$ cat src/rtl/flash_stat_pwr_pkg.sv
package flash_stat_pwr_pkg;
   typedef enum logic [1:0] {
      PM_AWAKE = 2'd0,
      PM_ARMED = 2'd1,
      PM_ASLEEP = 2'd2
   } pmode_e;

   typedef struct packed {
      logic wren;
      logic wrdi;
      logic pdown;
      logic resume;
      logic modify;
   } cmd_strobes_t;
endpackage

$ cat src/rtl/fsp_cs_edge.sv
module fsp_cs_edge #(
   parameter bit ABORT_REG = 1'b1
) (
   input  logic clk,
   input  logic rst_n,
   input  logic cs_n,
   input  logic hold_n,
   output logic cs_rise,
   output logic abort_evt,
   output logic abort_out
);
   logic cs_prev;

   always_ff @(posedge clk or negedge rst_n) begin
      if (!rst_n) cs_prev <= 1'b1;
      else        cs_prev <= cs_n;
   end

   assign cs_rise   = cs_n & ~cs_prev;
   assign abort_evt = cs_rise & ~hold_n;

   generate
      if (ABORT_REG) begin : g_abort_reg
         logic abort_q;
         always_ff @(posedge clk or negedge rst_n) begin
            if (!rst_n) abort_q <= 1'b0;
            else        abort_q <= abort_evt;
         end
         assign abort_out = abort_q;
      end else begin : g_abort_comb
         assign abort_out = abort_evt;
      end
   endgenerate
endmodule

$ cat src/rtl/fsp_wel.sv
module fsp_wel
   import flash_stat_pwr_pkg::*;
(
   input  logic         clk,
   input  logic         rst_n,
   input  cmd_strobes_t cmd,
   input  logic         asleep,
   input  logic         done,
   input  logic         abort_evt,
   output logic         wel_q
);
   logic wel_d;

   always_comb begin
      wel_d = wel_q;
      if (abort_evt || done) wel_d = 1'b0;
      else if (!asleep) begin
         if (cmd.wrdi)      wel_d = 1'b0;
         else if (cmd.wren) wel_d = 1'b1;
      end
   end

   always_ff @(posedge clk or negedge rst_n) begin
      if (!rst_n) wel_q <= 1'b0;
      else        wel_q <= wel_d;
   end
endmodule

$ cat src/rtl/fsp_pmode.sv
module fsp_pmode
   import flash_stat_pwr_pkg::*;
(
   input  logic         clk,
   input  logic         rst_n,
   input  cmd_strobes_t cmd,
   input  logic         busy_any,
   input  logic         cs_rise,
   input  logic         hold_n,
   output logic         asleep
);
   pmode_e state_q, state_d;

   always_comb begin
      state_d = state_q;
      unique case (state_q)
         PM_AWAKE:  if (cmd.pdown && !busy_any) state_d = PM_ARMED;
         PM_ARMED:  if (cs_rise) state_d = hold_n ? PM_ASLEEP : PM_AWAKE;
         PM_ASLEEP: if (cmd.resume) state_d = PM_AWAKE;
         default:   state_d = PM_AWAKE;
      endcase
   end

   always_ff @(posedge clk or negedge rst_n) begin
      if (!rst_n) state_q <= PM_AWAKE;
      else        state_q <= state_d;
   end

   assign asleep = (state_q == PM_ASLEEP);
endmodule

$ cat src/rtl/fsp_status.sv
module fsp_status #(
   parameter int STAT_W   = 8,
   parameter int BUSY_POS = 0,
   parameter int WEL_POS  = 1,
   parameter int EPE_POS  = 5
) (
   input  logic              clk,
   input  logic              rst_n,
   input  logic              eng_busy,
   input  logic              done,
   input  logic              err,
   input  logic              wel,
   output logic              busy_q,
   output logic [STAT_W-1:0] status
);
   logic epe_q;

   always_ff @(posedge clk or negedge rst_n) begin
      if (!rst_n) begin
         busy_q <= 1'b0;
         epe_q  <= 1'b0;
      end else begin
         busy_q <= eng_busy;
         if (done) epe_q <= err;
      end
   end

   generate
      for (genvar b = 0; b < STAT_W; b++) begin : g_bit
         if (b == BUSY_POS)     begin : g_busy assign status[b] = busy_q; end
         else if (b == WEL_POS) begin : g_wel  assign status[b] = wel;    end
         else if (b == EPE_POS) begin : g_epe  assign status[b] = epe_q;  end
         else                   begin : g_zero assign status[b] = 1'b0;   end
      end
   endgenerate
endmodule

$ cat src/rtl/flash_stat_pwr_ctrl.sv
module flash_stat_pwr_ctrl
   import flash_stat_pwr_pkg::*;
#(
   parameter int STAT_W    = 8,
   parameter int BUSY_POS  = 0,
   parameter int WEL_POS   = 1,
   parameter int EPE_POS   = 5,
   parameter bit ABORT_REG = 1'b1
) (
   input  logic              clk,
   input  logic              rst_n,
   input  logic              cs_n,
   input  logic              hold_n,
   input  logic              cmd_wren,
   input  logic              cmd_wrdi,
   input  logic              cmd_pdown,
   input  logic              cmd_resume,
   input  logic              cmd_modify,
   input  logic              eng_busy,
   input  logic              eng_done,
   input  logic              eng_err,
   output logic              wel,
   output logic [STAT_W-1:0] status,
   output logic              pdown,
   output logic              cmd_accept,
   output logic              mod_grant,
   output logic              op_abort
);
   localparam int MAX_POS = STAT_W - 1;

   generate
      if (STAT_W < 3) begin : g_chk_w
         $error("STAT_W must hold three flags");
      end
      if (BUSY_POS > MAX_POS || WEL_POS > MAX_POS || EPE_POS > MAX_POS) begin : g_chk_rng
         $error("flag position outside the status word");
      end
      if (BUSY_POS == WEL_POS || BUSY_POS == EPE_POS || WEL_POS == EPE_POS) begin : g_chk_dup
         $error("flag positions must differ");
      end
   endgenerate

   cmd_strobes_t cmd;
   logic cs_rise, abort_evt, asleep, busy_q, busy_any;

   assign cmd = '{wren: cmd_wren, wrdi: cmd_wrdi, pdown: cmd_pdown,
                  resume: cmd_resume, modify: cmd_modify};
   assign busy_any = eng_busy | busy_q;

   fsp_cs_edge #(.ABORT_REG(ABORT_REG)) u_edge (
      .clk(clk), .rst_n(rst_n), .cs_n(cs_n), .hold_n(hold_n),
      .cs_rise(cs_rise), .abort_evt(abort_evt), .abort_out(op_abort)
   );

   fsp_wel u_wel (
      .clk(clk), .rst_n(rst_n), .cmd(cmd), .asleep(asleep),
      .done(eng_done), .abort_evt(abort_evt), .wel_q(wel)
   );

   fsp_pmode u_pmode (
      .clk(clk), .rst_n(rst_n), .cmd(cmd), .busy_any(busy_any),
      .cs_rise(cs_rise), .hold_n(hold_n), .asleep(asleep)
   );

   fsp_status #(
      .STAT_W(STAT_W), .BUSY_POS(BUSY_POS), .WEL_POS(WEL_POS), .EPE_POS(EPE_POS)
   ) u_status (
      .clk(clk), .rst_n(rst_n), .eng_busy(eng_busy), .done(eng_done),
      .err(eng_err), .wel(wel), .busy_q(busy_q), .status(status)
   );

   assign pdown      = asleep;
   assign cmd_accept = ~asleep;
   assign mod_grant  = cmd_modify & wel & ~asleep;
endmodule

$ cat config.mk
export PLATFORM = sky130hd
export DESIGN_NAME = flash_stat_pwr_ctrl
export DESIGN_NICKNAME = d
export VERILOG_FILES = /design/src/rtl/flash_stat_pwr_pkg.sv /design/src/rtl/fsp_cs_edge.sv /design/src/rtl/fsp_wel.sv /design/src/rtl/fsp_pmode.sv /design/src/rtl/fsp_status.sv /design/src/rtl/flash_stat_pwr_ctrl.sv
export SDC_FILE = /design/constraint.sdc
export NUM_CORES = 1
export LEC_CHECK = 0
export BUFFER_PORTS_ARGS = -buffer_cell sky130_fd_sc_hd__clkbuf_2
export CAP_MARGIN = 20
export CORE_AREA = 4 4 41 43
export CTS_CLUSTER_SIZE = 28
export DETAILED_ROUTE_END_ITERATION = 16
export DIE_AREA = 0 0 45 47
export GPL_TIMING_DRIVEN = 0
export PLACE_DENSITY = 0.67
export REMOVE_ABC_BUFFERS = 1
export SYNTH_ARGS = -nofsm -noshare
export SYNTH_HDL_FRONTEND = slang
export SYNTH_SLANG_ARGS = --single-unit
$ cat constraint.sdc
create_clock -name clk -period 1.3 [get_ports clk]
set_input_delay 0 -clock clk [delete_from_list [all_inputs] [get_ports clk]]
set_output_delay 0 -clock clk [all_outputs]
set_load 0.01 [all_outputs]
==> summary.md <==
| Metric | Value |
|---|---|
| Int Pwr | slightly above 400 µW |
| Post-synthesis simple-gate area fraction | 0.140 |
| Crit Path Class | reg2out |
| Vias per cell | approximately 4 |
| Num rows | 13 |
| Die area | between 0.002 and 0.0025 mm² |
| DRC violations left | 0 |
| Post-DP Area | 409 µm² |
| Average routed wire per standard cell | around 10 µm |
| Clock Latency Late Sink | about 0.25 ns |
| Reg clk slew, reported paths | roughly 0.050 ns |
| Largest fanout on the critical path | 6 |
| Post-layout minimum cycle time | between 1 and 1.5 ns |
| P_sw | 132 µW |
| Area of the multi-input gates | approximately 120 µm² |
| Cell Pwr Density | ~1000 mW/mm² |
| Share of cells above drive strength 1 | 0.500 |
| First-pass GRT wire length | 1200 µm |
| Reg power frac | 0.460 |
| Most frequent cells after synthesis | buf_4 (8), dfrtp_1 (6), nor2_1 (2) |
| Syn Area/Cell | ~12 µm² |
| Die width | roughly 45 µm |
| Largest net degree at the start of global routing | 8 |
| Compound-Gate Fraction of Synth Area | 0.110 |
| FFs w/ async S/R, synth | 1.00 |
| WP data arrival | around 1.2 ns |
| Final hold violation count | 0 |
| Largest family of logic cells by synthesized area | buffers and inverters |
| Dominant cells by area after synthesis | dfrtp_1 (44%), buf_4 (18%), dfstp_2 (7.7%) |
| Worst-path cell chain | nand2b_4 -> and3_2 -> clkbuf_2 |
| Port bufs | 19 |
| CP required | ~1.3 ns |
| Clock network power share | 0.353 |
| Nets@finish | between 60 and 70 |
| VDD IR max | slightly above 0.5 mV |
| Mux share of post-synthesis cell area | 0.0331 |
| Post CTS Setup Buffer Count | 0 |
| Initial Util | 0.262 |
| Core Footprint | about 0.0013 mm² |
| Area share of fa/ha/maj cells after synthesis | 0 |
| Count of cell types in the netlist | 16 |
| Clock Sinks | 7 |
| Register area share after synthesis | 0.518 |
| Yosys warning total | 0 |
| FF-to-FF setup slack | approximately 0.22 ns |
| Yosys top cell by area | dfrtp_1 |
| Setup TNS | 0 ns |
| Root Driver | clkbuf_4 |
| Worst Hold Class | in2reg |
| Count of final setup violators | 0 |
| DIE HEIGHT | about 47 µm |
| Max Slew Vio Count | 0 |
| TritonCTS Buffers | 3 |
| Status | complete, no violations |
| DRT iter0 DRCs | 1 |
| I/O pin total | 25 |
| Final Skew | 0.00407 ns |
| Routed WL | around 720 µm |
| Routed via count | approximately 290 |
| Area Growth Syn to Fin | 51.5% |
| Dominant synthesized flop cell | dfrtp_1 |
| FILL cells | ~140 |
| Seq cells post-synth | 7 |
| Comb power frac | 0.187 |
| GRT Residual Overflow | 0 |
| RSZ-0062 raised after global routing | false |
| CTS tree | yes |
| Crit start category | flop |
| Final worst-path cycle share | 0.891 |
| Non-Filler Instances | 71 |
| Post-Synth XOR/XNOR Area | 0 |
| Fmax | about 860 MHz |
| Cell Count Post-Placement | around 60 |
| Routability Congestion | around 0.62 |
| Top cell type's share of synthesized area | 0.441 |
| Max Root-Sink Buffers | 2 |
| H-Tree Depth | 1 |
| Total track usage | 0.0891 |
| Cells after Synth | 29 |
| Via count of the first global-routing pass | ~300 |
| Resized Gates After CTS | 0 |
| Max Cap Viol | 0 |
| LEAKAGE | roughly 0.27 nW |
| Utilization after layout | 0.396 |
| EDFF count, synth | 0 |
| Post-synthesis cell area | 340 µm² |
| Switching part of the total | 0.245 |
| Drt pass-1 iters | 2 |
| Ant. Diodes | 0 |
| Final instance area | between 500 and 600 µm² |
| Most common cell in the netlist | buf_4 |
| Antenna violations before repair | 0 |
| Sequential cell area | around 180 µm² |
| Crit. End Element | primary output |
| Critical path's largest stage delay | 0.40 ns |
| Antenna Nets Post-Route | 0 |
| Critical Path Slowest Stage Cell | dfrtp_1 |
[sequential cells by signal, indices dropped and copies added (netlist names)]
signal and cells:
u_edge.abort_out 1, u_edge.cs_prev 1, u_pmode.state_q 2, u_status.busy_q 1, u_status.epe_q 1, u_wel.wel_q 1
[cell families after synthesis]
family	Yosys count
compound gates	4
buf+inv	9
flops	7
mux	1
other cells	1
simple gates	7
[area by class of cell]
class | instances | share of cell area
timing repair buffer | 27 | 0.340
tap | 15 | 0.0364
multi-input combinational | 17 | 0.223
sequential | 7 | 0.342
clock buffer | 4 | 0.0510
inverter | 1 | 0.00728
[cell usage in the layout (no fill, tap or decap), types with 2 or more instances in the layout]
cell type	netlist	layout
nor2_1	2	2
conb_1	1	5
dlygate4sd3_1	0	8
dfrtp_1	6	6
clkbuf_2	0	19
clkbuf_4	0	3
[per-stage QoR]
step | power, mW | hold slack, ns | worst slack (ns)
after detailed placement | 0.337 | -0.154 | 0.212
after CTS | 0.560 | 0.0522 | 0.116
after floorplan | 0.294 | -0.296 | 0.269
after global routing | 0.593 | 0.0684 | 0.0738
after global placement | 0.333 | -0.157 | 0.225
final | 0.541 | 0.0661 | 0.141
[path summary, 6_finish.rpt]
kind                                     from            endpoint  cells past startpoint
max                        u_pmode.state_q[0]           mod_grant                      3
min                                  cmd_wren         u_wel.wel_q                      3
max reg2reg                    u_edge.cs_prev         u_wel.wel_q                      3
min reg2reg                    u_status.epe_q      u_status.epe_q                      1
max in group asynchronous               rst_n      u_edge.cs_prev                      2
min in group asynchronous               rst_n  u_pmode.state_q[1]                      2
[power by group through the flow]
stage,Clock (mW),Combinational (mW),Sequential [mW]
5_1_grt,0.230,0.112,0.251
4_1_cts,0.208,0.103,0.249
3_3_place_gp,0,0.0814,0.252
2_1_floorplan,0,0.0383,0.256
3_5_place_dp,0,0.0841,0.253
6_report,0.191,0.101,0.249
[critical path, delay by kind of cell, from the launching register on]
kind          cells  cell delay (ns)
buf+inv           1             0.12
flops             1             0.40
simple gates      2             0.39
[per-layer routing]
metal / wire (µm) / vias to the layer above / GRT usage
met5: 0 / - / 0
met4: 0 / 0 / 0.0526
li1: - / 139 / -
met3: 116 / 0 / 0.0690
met2: 376 / 19 / 0.144
met1: 225 / 127 / 0.0789
[repair_timing]
item / 4_1_cts / 5_1_grt
setup endpoints to repair: 0 / 0
hold buffers: 8 / 0
hold endpoints to repair: 13 / 0
Note: power is estimated with default switching activity, not from simulation.
